### src/rtl/sar_seq_pkg.sv
// Shared types for the successive-approximation sequencer.
// Assumes: nothing beyond standard SystemVerilog.
package sar_seq_pkg;

    // Phase of the conversion burst
    typedef enum logic [1:0] {
        PH_IDLE   = 2'd0,
        PH_SAMPLE = 2'd1,
        PH_TRIAL  = 2'd2,
        PH_STORE  = 2'd3
    } phase_t;

endpackage

### src/rtl/sar_sample_timer.sv
// Counts the cycles of the sample window and flags the final one.
// Assumes: run is high for the whole window and restart is a one-cycle
// pulse that abandons any partial count; SAMPLE_CYC is at least 2.
module sar_sample_timer #(
    parameter int SAMPLE_CYC = 12,
    localparam int CNT_W = $clog2(SAMPLE_CYC)
) (
    input  logic clk,
    input  logic rst_n,
    input  logic restart,
    input  logic run,
    output logic last
);

    logic [CNT_W-1:0] cnt;

    // Count up while sampling; clear when idle or on a restart
    always_ff @(posedge clk) begin
        if (!rst_n) begin
            cnt <= '0;
        end else if (restart || !run || last) begin
            cnt <= '0;
        end else begin
            cnt <= cnt + 1'b1;
        end
    end

    // Final cycle of the window
    always_comb begin
        last = run && (cnt == CNT_W'(SAMPLE_CYC - 1));
    end

endmodule

### src/rtl/sar_bit_engine.sv
// Successive-approximation register with a one-hot probe marking the bit
// under test. Each trial cycle shows the kept bits plus the probe bit on
// the DAC, then keeps or drops the probe bit from the comparator.
// Assumes: clear is held during sampling so every conversion starts from
// zero with the probe on the most significant bit.
module sar_bit_engine #(
    parameter int DATA_W = 8
) (
    input  logic              clk,
    input  logic              rst_n,
    input  logic              clear,
    input  logic              trial,
    input  logic              cmp_in,
    output logic [DATA_W-1:0] dac_code,
    output logic [DATA_W-1:0] value,
    output logic              trial_last
);

    localparam logic [DATA_W-1:0] MSB_ONLY = {1'b1, {(DATA_W-1){1'b0}}};

    logic [DATA_W-1:0] kept;
    logic [DATA_W-1:0] probe;

    // Update the kept bits and walk the probe toward the LSB
    always_ff @(posedge clk) begin
        if (!rst_n) begin
            kept  <= '0;
            probe <= MSB_ONLY;
        end else if (clear) begin
            kept  <= '0;
            probe <= MSB_ONLY;
        end else if (trial) begin
            if (cmp_in) begin
                kept <= kept | probe;
            end
            probe <= probe >> 1;
        end
    end

    // Trial level and end-of-trials marker
    always_comb begin
        dac_code   = trial ? (kept | probe) : '0;
        value      = kept;
        trial_last = trial && probe[0];
    end

endmodule

### src/rtl/sar_result_bank.sv
// Holds one result per slot; a store writes the addressed slot only.
// Assumes: at most one store per cycle; reads are combinational.
module sar_result_bank #(
    parameter int DATA_W    = 8,
    parameter int NUM_SLOTS = 4,
    localparam int SLOT_W   = $clog2(NUM_SLOTS)
) (
    input  logic              clk,
    input  logic              rst_n,
    input  logic              wr_en,
    input  logic [SLOT_W-1:0] wr_slot,
    input  logic [DATA_W-1:0] wr_data,
    input  logic [SLOT_W-1:0] rd_slot,
    output logic [DATA_W-1:0] rd_data
);

    logic [NUM_SLOTS*DATA_W-1:0] flat;

    for (genvar g = 0; g < NUM_SLOTS; g++) begin : g_slot
        logic [DATA_W-1:0] q;

        // Capture the result when this slot is addressed
        always_ff @(posedge clk) begin
            if (!rst_n) begin
                q <= '0;
            end else if (wr_en && (wr_slot == SLOT_W'(g))) begin
                q <= wr_data;
            end
        end

        assign flat[g*DATA_W +: DATA_W] = q;
    end

    // Read multiplexer
    always_comb begin
        rd_data = '0;
        for (int i = 0; i < NUM_SLOTS; i++) begin
            if (rd_slot == SLOT_W'(i)) begin
                rd_data = flat[i*DATA_W +: DATA_W];
            end
        end
    end

endmodule

### src/rtl/adc_sar_sequencer.sv
// Top of the successive-approximation sequencer. A control write latches
// the channel, clears the completion flag and starts a burst of
// NUM_SLOTS conversions; each one is a sample window, DATA_W trials and
// one store into the next slot.
// Assumes: external DAC settles and comparator resolves within one cycle;
// NUM_SLOTS is at least 2; a write always wins over the running burst.
module adc_sar_sequencer
    import sar_seq_pkg::*;
#(
    parameter int DATA_W     = 8,
    parameter int SAMPLE_CYC = 12,
    parameter int NUM_SLOTS  = 4,
    parameter int CHAN_W     = 3,
    localparam int SLOT_W    = $clog2(NUM_SLOTS)
) (
    input  logic              clk,
    input  logic              rst_n,
    input  logic              ctl_wr,
    input  logic [CHAN_W-1:0] ctl_chan,
    input  logic [SLOT_W-1:0] rd_slot,
    output logic [DATA_W-1:0] rd_data,
    output logic [DATA_W-1:0] dac_code,
    output logic              sample_en,
    input  logic              cmp_in,
    output logic [CHAN_W-1:0] chan_sel,
    output logic              done
);

    localparam logic [SLOT_W-1:0] LAST_SLOT = SLOT_W'(NUM_SLOTS - 1);

    phase_t            phase;
    logic [SLOT_W-1:0] slot;
    logic              samp_last;
    logic              trial_last;
    logic              store_en;
    logic              engine_clear;
    logic [DATA_W-1:0] sar_value;

    // Phase sequencing, slot pointer, flag and channel latch
    always_ff @(posedge clk) begin
        if (!rst_n) begin
            phase    <= PH_IDLE;
            slot     <= '0;
            done     <= 1'b0;
            chan_sel <= '0;
        end else if (ctl_wr) begin
            phase    <= PH_SAMPLE;
            slot     <= '0;
            done     <= 1'b0;
            chan_sel <= ctl_chan;
        end else begin
            unique case (phase)
                PH_SAMPLE: if (samp_last)  phase <= PH_TRIAL;
                PH_TRIAL:  if (trial_last) phase <= PH_STORE;
                PH_STORE: begin
                    if (slot == LAST_SLOT) begin
                        phase <= PH_IDLE;
                        slot  <= '0;
                        done  <= 1'b1;
                    end else begin
                        phase <= PH_SAMPLE;
                        slot  <= slot + 1'b1;
                    end
                end
                default: phase <= PH_IDLE;
            endcase
        end
    end

    // Phase-derived controls
    always_comb begin
        sample_en    = (phase == PH_SAMPLE);
        store_en     = (phase == PH_STORE) && !ctl_wr;
        engine_clear = ctl_wr || (phase == PH_SAMPLE) || (phase == PH_STORE);
    end

    sar_sample_timer #(
        .SAMPLE_CYC(SAMPLE_CYC)
    ) u_timer (
        .clk    (clk),
        .rst_n  (rst_n),
        .restart(ctl_wr),
        .run    (sample_en),
        .last   (samp_last)
    );

    sar_bit_engine #(
        .DATA_W(DATA_W)
    ) u_engine (
        .clk       (clk),
        .rst_n     (rst_n),
        .clear     (engine_clear),
        .trial     (phase == PH_TRIAL && !ctl_wr),
        .cmp_in    (cmp_in),
        .dac_code  (dac_code),
        .value     (sar_value),
        .trial_last(trial_last)
    );

    sar_result_bank #(
        .DATA_W   (DATA_W),
        .NUM_SLOTS(NUM_SLOTS)
    ) u_bank (
        .clk    (clk),
        .rst_n  (rst_n),
        .wr_en  (store_en),
        .wr_slot(slot),
        .wr_data(sar_value),
        .rd_slot(rd_slot),
        .rd_data(rd_data)
    );

endmodule

### config.mk
export PLATFORM = sky130hd
export DESIGN_NAME = adc_sar_sequencer
export DESIGN_NICKNAME = d
export VERILOG_FILES = /design/src/rtl/sar_seq_pkg.sv /design/src/rtl/sar_sample_timer.sv /design/src/rtl/sar_bit_engine.sv /design/src/rtl/sar_result_bank.sv /design/src/rtl/adc_sar_sequencer.sv
export SDC_FILE = /design/constraint.sdc
export NUM_CORES = 1
export LEC_CHECK = 0
export BUFFER_PORTS_ARGS = -buffer_cell sky130_fd_sc_hd__buf_4
export CORE_ASPECT_RATIO = 0.6
export CORE_UTILIZATION = 57
export CTS_CLUSTER_SIZE = 25
export DETAILED_ROUTE_END_ITERATION = 16
export GPL_TIMING_DRIVEN = 0
export PLACE_DENSITY = 0.78
export SETUP_SLACK_MARGIN = 0.2
export SLEW_MARGIN = 20
export SYNTH_ARGS = -nofsm -noshare
export SYNTH_HDL_FRONTEND = slang
export SYNTH_SLANG_ARGS = --single-unit
### constraint.sdc
create_clock -name clk -period 1.9 [get_ports clk]
set_input_delay 0.38 -clock clk [delete_from_list [all_inputs] [get_ports clk]]
set_output_delay 0.38 -clock clk [all_outputs]
set_load 0.05 [all_outputs]
==> summary.md, run 1 <==
| Metric | Value |
|---|---|
| Antenna Nets Post-Route | `0` |
| Final Max Tran Viols | `0` |
| Clk root buf | `clkbuf_8` |
| Initial antenna violation count | `0` |
| Area contributors post-synth | `dfxtp_1 45%, mux2i_1 14%, nor2b_1 9.2%` |
| Fill count | `279` |
| Number of global-route vias before repair | `1728` |
| Syn Inst Count | `259` |
| CTS buffer count | `9` |
| Final nets | `321` |
| Gpl congestion | `0.776` |
| Syn nets | `276` |
| GRT Total Usage | `24.2%` |
| Max VDD drop | `0.585 mV` |
| Worst EP arrival | `1460 ps` |
| Yosys cell types | `30` |
| Global-route wire length before repair | `8690 um` |
| Metal1 wirelength | `2820 um` |
| Status | `complete, no violations` |
| Highest routed layer | `met4` |
| I/O pin count | `30` |
| Crit Path Category | `flop to primary output` |
| GRT overflow | `0` |
| Req. time, crit path | `1520 ps` |
| Placed Instances | `345` |
| Commonest non-fill, non-tap cells in the layout | `58 x dfxtp_1, 39 x nor2b_1, 36 x mux2i_1, 23 x nor2_1, 20 x buf_4` |
| Fin crit period | `1840 ps` |
| N_diodes | `0` |
| Die Ht | `54.8 um` |
| Wire per inst | `14.6 um` |
| Pleak | `1.47 nW` |
| PwrDens | `765 nW/um^2` |
| Seq/Total Area, Yosys | `45.3%` |
| Setup repair after global routing missed its margin | `yes` |
| Hpwl dp | `3490 um` |
| Area growth syn-to-layout | `29.0%` |
| DRC | `0` |
| Die ar. | `4940 um^2` |
| CTS tree | `done` |
| Slew headroom | `68.6%` |
| DP Area | `2940 um^2` |
| Cell row count | `18` |
| Pin count of the biggest net entering global routing | `11` |
| Initial Util | `62.0%` |
| Cell type with the largest total area after synthesis | `dfxtp_1` |
| Clock Latency Late Sink | `340 ps` |
| FF+latch count, synth | `60` |
| Final wirelength | `5400 um` |
| Maxcap violations | `0` |
| Worst min path class | `primary input to flop` |
| Met2 wire length | `2290 um` |
| Clock skew | `8.18 ps` |
| # setup viols final | `0` |
| CP Max Fanout | `5` |
| Share of layout cells above drive strength 1 | `29.8%` |
| Critical Path End Type | `primary output` |
| Chip width | `90.0 um` |
| Starting DRT DRC Count | `65` |
| Design Area, Final | `3420 um^2` |
| Worst-path clk slew | `60 ps` |
| Share of the synthesized area in the top cell type | `45.3%` |
| Fmax | `543 MHz` |
| Slew @ Worst Pin | `472 ps` |
| Fin crit share | `96.9%` |
| # H-tree levels | `3` |
| Routed vias | `1894` |
| Area of the core | `4280 um^2` |
| Non-Filler Instances | `369` |
| DR WL met3 | `263 um` |
| Syn avg cell area | `10.2 um^2` |
| Port Buffers | `26` |
| Most common cell after layout, fill and taps aside | `dfxtp_1` |
| First-pass iteration count of the detailed router | `4` |
| Final Hold Fails | `0` |
| Crit start category | `flop` |
| Clock sink total | `60` |
| Vias per cell | `5.13` |
| Longest Clk Path Bufs | `2` |
| Syn Std Cell Area | `2650 um^2` |
| Syn. warnings | `0` |
==> cell usage after synthesis (all sizes together) <==
| cell type | count |
|---|---|
| dfxtp | 60 |
| nor2b | 40 |
| mux2i | 36 |
| nor2 | 33 |
| nand2 | 14 |
| buf | 13 |
| a21oi | 9 |
| a31oi | 8 |
| ha | 8 |
| mux4 | 8 |
| clkbuf | 5 |
| inv | 5 |
| nand3b | 5 |
| nand2b | 4 |
| nand3 | 2 |
| a2111o | 1 |
| a211oi | 1 |
| a21o | 1 |
| a22oi | 1 |
| mux2 | 1 |
| o311a | 1 |
| or3 | 1 |
| xnor2 | 1 |
| xor2 | 1 |
==> cell families after synthesis <==
kind of cell	share of synthesized area (%)
adders and majority gates	3.78
DFF	45.3
buffers and inverters	4.48
xor gates and xnor gates	0.661
and+or+nand+nor	19.4
muxes	20.8
AOI/OAI and AO/OA	5.52
==> power breakdown <==
group	total (mW)	internal [mW]	switching (mW)	leakage, nW
Sequential	1.27	1.27	0.00601	0.485
Clock	1.15	0.672	0.482	0.102
Combinational	0.189	0.0871	0.102	0.879
==> critical path: stages (launching register included) <==
cell and delay [ps]:
dfxtp_2 330, inv_2 60, ha_4 140, nand2b_4 60, buf_8 130, buf_12 140
nor2_4 110, buf_8 150
==> stage by stage <==
stage	utilization (%)	worst slack, ps	hold WS (ps)	power [mW]	setup TNS [ps]
after global placement	68.7	-72.9	434	1.45	-557
after CTS	78.3	62.4	290	2.63	0
after detailed placement	68.7	-70.5	439	1.45	-540
after floorplan	-	110	418	1.41	0
final	79.9	58.1	300	2.62	0
after global routing	79.9	-3.69	303	2.71	-3.69
==> state kept, by name, summed over array words and instances (netlist names) <==
register / count
u_engine.value: 8
done: 1
u_bank.g_slot.q: 32
phase: 2
u_engine.probe: 8
chan_sel: 3
u_timer.cnt: 4
slot: 2
==> layer usage <==
metal,vias to the layer above,GRT usage (%)
met3,4,10.7
met1,885,31.9
li1,970,-
met5,-,0
met4,0,4.03
met2,35,37.5
==> timing repair <==
action | 4_1_cts | 5_1_grt
resized for setup | 38 | 16
pin swaps | 9 | 5
setup buffers | 5 | 2
setup endpoints to repair | 16 | 26
cloned | 1 | 0
hold buffers | 0 | 0
==> worst paths after layout <==
check                                     from                end  slack, ps  cells past startpoint
worst max-delay path                  phase[0]        dac_code[5]         60                      7
worst min-delay path               ctl_chan[1]        chan_sel[1]        300                      3
worst max register to register        phase[0]  u_engine.value[5]        230                      7
worst min register to register  u_timer.cnt[0]     u_timer.cnt[0]        450                      1
==> layout make-up <==
class / instances / area [um^2] / area share, %
clock buffers: 12 / 155 / 4.54
plain buffers: 18 / 138 / 4.02
well taps: 60 / 75.1 / 2.19
clock inverters: 4 / 47.5 / 1.39
flip-flops and latches: 60 / 1200 / 35.2
inverters: 5 / 18.8 / 0.549
repair buffers: 34 / 354 / 10.4
multi-input cells: 176 / 1430 / 41.8
(Power assumes the default switching activity.)
==> inputs of run 2 (changes only) <==
- CORE_MARGIN: default -> 10
==> run 2 against run 1 <==
Clock-buffer cell count is the same. Critical path depth stayed put. Worst hold slack better by 2.4 ps. Sequential power about the same. Final area increased by 2.4%. Critical endpoint unchanged. Largest power group unchanged.
==> summary.md, run 2 (synthesized netlist as in run 1, its figures left out) <==
| Metric | Value |
|---|---|
| Clock skew | `6.04 ps (was 8.18 ps)` |
| Max VDD drop | `0.457 mV (was 0.585 mV)` |
| Largest register FFs | `32 (unchanged)` |
| Most common cell after layout, fill and taps aside | `dfxtp_1 (unchanged)` |
| First-pass iteration count of the detailed router | `4 (unchanged)` |
| Setup repair after global routing missed its margin | `yes (unchanged)` |
| GRT overflow | `0 (unchanged)` |
| Global-route wire length before repair | `9710 um (was 8690 um)` |
| Crit-path most repeated cell | `buf_8 (unchanged)` |
| Pin count of the biggest net entering global routing | `11 (unchanged)` |
| Setup TNS | `0 ps (unchanged)` |
| Dpl ws | `-95.0 ps (was -70.5 ps)` |
| Req. time, crit path | `1520 ps (about the same)` |
| # H-tree levels | `3 (unchanged)` |
| CP Max Fanout | `5 (unchanged)` |
| Fmax | `535 MHz (was 543 MHz)` |
| Non-Filler Instances | `375 (was 369)` |
| Clock Latency Late Sink | `340 ps (about the same)` |
| Core Util, Final | `77.2% (was 79.9%)` |
| Slew @ Worst Pin | `452 ps (was 472 ps)` |
| CP max stage delay | `330 ps (about the same)` |
| Starting DRT DRC Count | `79 (was 65)` |
| Fin crit period | `1870 ps (was 1840 ps)` |
| CTS tree | `done (unchanged)` |
| Initial antenna violation count | `0 (unchanged)` |
| Final nets | `324 (was 321)` |
| Status | `complete, no violations (unchanged)` |
| Crit Path Category | `flop to primary output (unchanged)` |
| Slew headroom | `69.9% (was 68.6%)` |
| Hold WS | `302 ps (was 300 ps)` |
| Placed Instances | `348 (was 345)` |
| Final Max Tran Viols | `0 (unchanged)` |
| Clk root buf | `clkbuf_8 (unchanged)` |
| Number of global-route vias before repair | `2034 (was 1728)` |
| Gpl congestion | `0.761 (was 0.776)` |
| DRC | `0 (unchanged)` |
| I/O pin count | `30 (unchanged)` |
| Share of layout cells above drive strength 1 | `30.8% (was 29.8%)` |
| Fin crit share | `98.4% (was 96.9%)` |
| Longest Clk Path Bufs | `2 (unchanged)` |
| Area growth syn-to-layout | `32.1% (was 29.0%)` |
| PwrDens | `754 nW/um^2 (was 765 nW/um^2)` |
| N_diodes | `0 (unchanged)` |
| Worst min path class | `primary input to flop (unchanged)` |
| Antenna Nets Post-Route | `0 (unchanged)` |
| Final wirelength | `6130 um (was 5400 um)` |
| Worst setup margin | `30.2 ps (was 58.1 ps)` |
| GRT Total Usage | `15.8% (was 24.2%)` |
| Area of the core | `4540 um^2 (was 4280 um^2)` |
| Clock sink total | `60 (unchanged)` |
| CTS buffer count | `9 (unchanged)` |
| Wire per inst | `16.3 um (was 14.6 um)` |
| Initial Util | `58.4% (was 62.0%)` |
| Die Ht | `72.8 um (was 54.8 um)` |
| Cell row count | `19 (was 18)` |
| Fill count | `280 (was 279)` |
| Hpwl dp | `3860 um (was 3490 um)` |
| Crit start category | `flop (unchanged)` |
| Pleak | `1.50 nW (was 1.47 nW)` |
| Commonest non-fill, non-tap cells in the layout | `58 x dfxtp_1, 39 x nor2b_1, 36 x mux2i_1, 24 x nor2_1, 20 x buf_4 (was 58 x dfxtp_1, 39 x nor2b_1, 36 x mux2i_1, 23 x nor2_1, 20 x buf_4)` |
| Routed vias | `1984 (was 1894)` |
| Largest Register | `u_bank.g_slot.q (unchanged)` |
| Die ar. | `7870 um^2 (was 4940 um^2)` |
| Port Buffers | `26 (unchanged)` |
| Worst-path clk slew | `70 ps (was 60 ps)` |
| Maxcap violations | `0 (unchanged)` |
| CP max-delay cell | `dfxtp_2 (unchanged)` |
| Worst EP arrival | `1490 ps (was 1460 ps)` |
| Vias per cell | `5.29 (was 5.13)` |
| Hold-fix buffers, CTS | `0 (unchanged)` |
| # setup viols final | `0 (unchanged)` |
| Critical Path End Type | `primary output (unchanged)` |
| Critical-path cell list | `inv_2 > ha_4 > nand2b_4 > buf_8 > buf_12 > nor2_4 > buf_8 (unchanged)` |
| Final Hold Fails | `0 (unchanged)` |
| Chip width | `108 um (was 90.0 um)` |
[run 2: what timing repair did]
action / 4_1_cts / 5_1_grt
endpoints found under the hold margin: 0 / 0
setup endpoints to repair: 16 / 27
pin swaps: 9 / 5
cloned: 1 / 2
gates resized for setup: 47 / 16
buffers inserted: 5 / 3
[run 2: worst max-delay path, delay by kind of cell, from the launching register on]
kind	cells	cell delay (ps)
adder cells (fa/ha/maj)	1	150
buffers and inverters	4	480
flip-flops	1	330
AND/OR/NAND/NOR	2	180
[run 2: routing by layer]
layer | share of wire (%) | track usage [%] | up-vias
met5 | 0 | 0 | -
met4 | 1.1 | 5.01 | 0
met3 | 9.2 | 8.29 | 12
met2 | 45 | 25.1 | 55
met1 | 44 | 18.0 | 943
li1 | - | - | 974
[run 2: per-stage QoR]
stage / total power, mW / instance area [um^2]
6_report: 2.64 / 3500
5_1_grt: 2.74 / 3500
4_1_cts: 2.63 / 3390
3_5_place_dp: 1.45 / 2950
3_3_place_gp: 1.45 / 2950
2_1_floorplan: 1.41 / 2670
[run 2: final cells by class]
cell class                      count  area, um^2  share of cell area [%]
Sequential cell                    60        1200                    34.4
Buffer                             18         145                    4.14
Inverter                            5        18.8                   0.536
Timing Repair Buffer               37         410                    11.7
Multi-Input combinational cell    176        1440                    41.2
Clock inverter                      4        47.5                    1.36
Tap cell                           63        78.8                    2.25
Clock buffer                       12         155                    4.43
[run 2: worst paths after layout]
check	slack, ps	cells past startpoint	endpoint	startpoint
worst max-delay path	30	7	dac_code[5]	phase[0]
worst min-delay path	300	3	chan_sel[2]	ctl_chan[2]
worst max register to register	230	8	u_engine.probe[5]	phase[0]
worst min register to register	450	1	u_timer.cnt[0]	u_timer.cnt[0]
[run 2: where the power goes]
group	switching, mW	leakage [nW]	total, mW	internal [mW]
logic	0.109	0.913	0.210	0.101
registers	0.00637	0.485	1.27	1.27
clock network	0.486	0.102	1.16	0.672
total	0.602	1.50	2.64	2.04
==> inputs of run 3 (changes only) <==
- BUFFER_PORTS_ARGS: -buffer_cell sky130_fd_sc_hd__buf_4 -> default
- CORE_UTILIZATION: 57 -> 62
- DONT_BUFFER_PORTS: default -> 1
- PLACE_DENSITY: 0.78 -> default
- PLACE_DENSITY_LB_ADDON: default -> 0.08
==> run 3 against run 2 <==
Utilization fell by 1.3 points. Flip-flop and latch count did not move. Setup slack improved by 16 ps. Critical path type unchanged. Largest cell class unchanged. Highest routed layer unchanged.
==> summary.md, run 3 (synthesized netlist as in run 1, its figures left out) <==
| Metric | Value |
|---|---|
| Status | `complete, no violations (unchanged)` |
| Routed vias | `1825 (was 1984)` |
| Crit start category | `flop (unchanged)` |
| GRT Total Usage | `15.6% (was 15.8%)` |
| Hold WS | `218 ps (was 302 ps)` |
| CP max stage delay | `360 ps (was 330 ps)` |
| Switching pwr | `0.555 mW (was 0.602 mW)` |
| Fill count | `297 (was 280)` |
| Crit Path Category | `flop to primary output (unchanged)` |
| Final nets | `293 (was 324)` |
| Wire per inst | `16.2 um (was 16.3 um)` |
| Clock Latency Late Sink | `330 ps (was 340 ps)` |
| Worst EP arrival | `1470 ps (was 1490 ps)` |
| Worst setup path start | `phase[1] (was phase[0])` |
| Fmax | `539 MHz (was 535 MHz)` |
| Global-route wire length before repair | `9210 um (was 9710 um)` |
| Clock sink total | `60 (unchanged)` |
| Max VDD drop | `0.611 mV (was 0.457 mV)` |
| DRC | `0 (unchanged)` |
| Longest Clk Path Bufs | `2 (unchanged)` |
| Final Max Tran Viols | `0 (unchanged)` |
| GRT overflow | `0 (unchanged)` |
| Worst-path clk slew | `60 ps (was 70 ps)` |
| Internal power | `2.02 mW (was 2.04 mW)` |
| First-pass iteration count of the detailed router | `4 (unchanged)` |
| Pin count of the biggest net entering global routing | `11 (unchanged)` |
| Clk pwr share | `44.1% (was 43.9%)` |
| Dpl ws | `-70.6 ps (was -95.0 ps)` |
| Setup TNS | `0 ps (unchanged)` |
| Antenna Nets Post-Route | `0 (unchanged)` |
| CP Max Fanout | `5 (unchanged)` |
| I/O pin count | `30 (unchanged)` |
| Fin crit share | `97.6% (was 98.4%)` |
| Flop-to-flop setup slack | `240 ps (was 230 ps)` |
| Maxcap violations | `0 (unchanged)` |
| Number of global-route vias before repair | `1805 (was 2034)` |
| Comb pwr share | `5.9% (was 7.9%)` |
| Clk root buf | `clkbuf_8 (unchanged)` |
| Hold-fix buffers, CTS | `0 (unchanged)` |
| Cell row count | `18 (was 19)` |
| Starting DRT DRC Count | `77 (was 79)` |
| Critical-path cell list | `ha_4 > nand2b_4 > buf_8 > buf_12 > nor2_4 (was inv_2 > ha_4 > nand2b_4 > buf_8 > buf_12 > nor2_4 > buf_8)` |
| Fin crit period | `1850 ps (was 1870 ps)` |
| CTS buffer count | `9 (unchanged)` |
| # H-tree levels | `3 (unchanged)` |
| Final wirelength | `5530 um (was 6130 um)` |
| N_diodes | `0 (unchanged)` |
| Vias per cell | `5.35 (was 5.29)` |
| PwrDens | `822 nW/um^2 (was 754 nW/um^2)` |
| Largest Register | `u_bank.g_slot.q (unchanged)` |
| Clock skew | `7.88 ps (was 6.04 ps)` |
| Initial Util | `64.3% (was 58.4%)` |
| Tot Pwr | `2.57 mW (was 2.64 mW)` |
| Final Hold Fails | `0 (unchanged)` |
| Reg2reg start | `phase[0] (unchanged)` |
| Most common cell after layout, fill and taps aside | `dfxtp_1 (unchanged)` |
| Slew @ Worst Pin | `511 ps (was 452 ps)` |
| Commonest non-fill, non-tap cells in the layout | `56 x dfxtp_1, 39 x nor2b_1, 36 x mux2i_1, 23 x nor2_1, 14 x nand2_1 (was 58 x dfxtp_1, 39 x nor2b_1, 36 x mux2i_1, 24 x nor2_1, 20 x buf_4)` |
| Pleak | `1.30 nW (was 1.50 nW)` |
| Critical Path End Type | `primary output (unchanged)` |
| RR Endpoint | `u_engine.probe[5] (unchanged)` |
| Core Util, Final | `75.8% (was 77.2%)` |
| CP max-delay cell | `dfxtp_4 (was dfxtp_2)` |
| CTS tree | `done (unchanged)` |
| Die Ht | `70.7 um (was 72.8 um)` |
| Worst min path class | `primary input to flop (unchanged)` |
| Hpwl dp | `3630 um (was 3860 um)` |
| Port Buffers | `0 (was 26)` |
| # setup viols final | `0 (unchanged)` |
| Req. time, crit path | `1520 ps (about the same)` |
| Area of the core | `4120 um^2 (was 4540 um^2)` |
| Worst setup margin | `46.3 ps (was 30.2 ps)` |
| Slew headroom | `65.9% (was 69.9%)` |
| Area growth syn-to-layout | `17.9% (was 32.1%)` |
| Largest register FFs | `32 (unchanged)` |
| Share of layout cells above drive strength 1 | `22.4% (was 30.8%)` |
| Reg2Reg Depth | `7 (was 8)` |
| Seq pwr share | `50.1% (was 48.2%)` |
| Chip width | `104 um (was 108 um)` |
| Setup repair after global routing missed its margin | `yes (unchanged)` |
| Initial antenna violation count | `0 (unchanged)` |
| Sequential cell area | `1210 um^2 (was 1200 um^2)` |
| Die ar. | `7380 um^2 (was 7870 um^2)` |
| Worst Setup EP | `dac_code[2] (was dac_code[5])` |
| Gpl congestion | `0.791 (was 0.761)` |
| Sw Ratio | `21.6% (was 22.8%)` |
| Min-Delay Path Depth | `2 (was 3)` |
| Area of the multi-input gates | `1420 um^2 (was 1440 um^2)` |
## run 3: cell types whose count changed in the layout (fill, tap and decap cells not counted), sizes merged
cell,delta
clkinv,-2
clkinvlp,-1
buf,-30
clkbuf,+2
## run 3: what timing repair did
item | in CTS | in global routing
endpoints found under the setup margin | 28 | 20
gates resized for setup | 24 | 11
setup buffers | 4 | 1
pin swaps | 9 | 5
gates cloned | 1 | 0
## run 3: layer usage
layer	vias up	global-route usage, %	wire (um)
met4	0	5.07	84
met1	867	19.8	2650
met3	8	6.96	304
met2	43	23.2	2490
li1	907	-	-
met5	-	0	0
## run 3: worst min-delay path by stage
stage	from	endpoint	slack, ps
detailed placement	u_timer.cnt[0]	u_timer.cnt[0]	440
floorplan	u_timer.cnt[0]	u_timer.cnt[0]	420
global route	rst_n	slot[1]	220
global placement	u_timer.cnt[0]	u_timer.cnt[0]	430
finish	ctl_chan[0]	chan_sel[0]	220
CTS	rst_n	done	200
## run 3: per-stage QoR
step / std cells / cell area [um^2]
2_1_floorplan: 259 / 2670
5_1_grt: 341 / 3130
6_report: 341 / 3130
3_5_place_dp: 319 / 2750
4_1_cts: 340 / 3090
3_3_place_gp: 319 / 2750
## run 3: layout make-up
type / count / area share (%)
Multi-Input combinational cell: 176 / 45.6
Sequential cell: 60 / 38.7
Clock buffer: 15 / 5.32
Buffer: 18 / 4.40
Tap cell: 60 / 2.40
Timing Repair Buffer: 6 / 2.08
Clock inverter: 1 / 0.961
Inverter: 5 / 0.600
## run 3: power groups by stage
stage / sequential, mW / combinational, mW / clock, mW
2_1_floorplan: 1.31 / 0.0983 / 0
3_3_place_gp: 1.32 / 0.119 / 0
3_5_place_dp: 1.32 / 0.120 / 0
4_1_cts: 1.29 / 0.141 / 1.16
5_1_grt: 1.29 / 0.163 / 1.21
6_report: 1.29 / 0.151 / 1.13
## run 3: critical path, delay by kind of cell, from the launching register on
kind,cells,cell delay (ps)
DFF,1,360
and+or+nand+nor,2,360
buffers and inverters,2,270
adders and majority gates,1,140
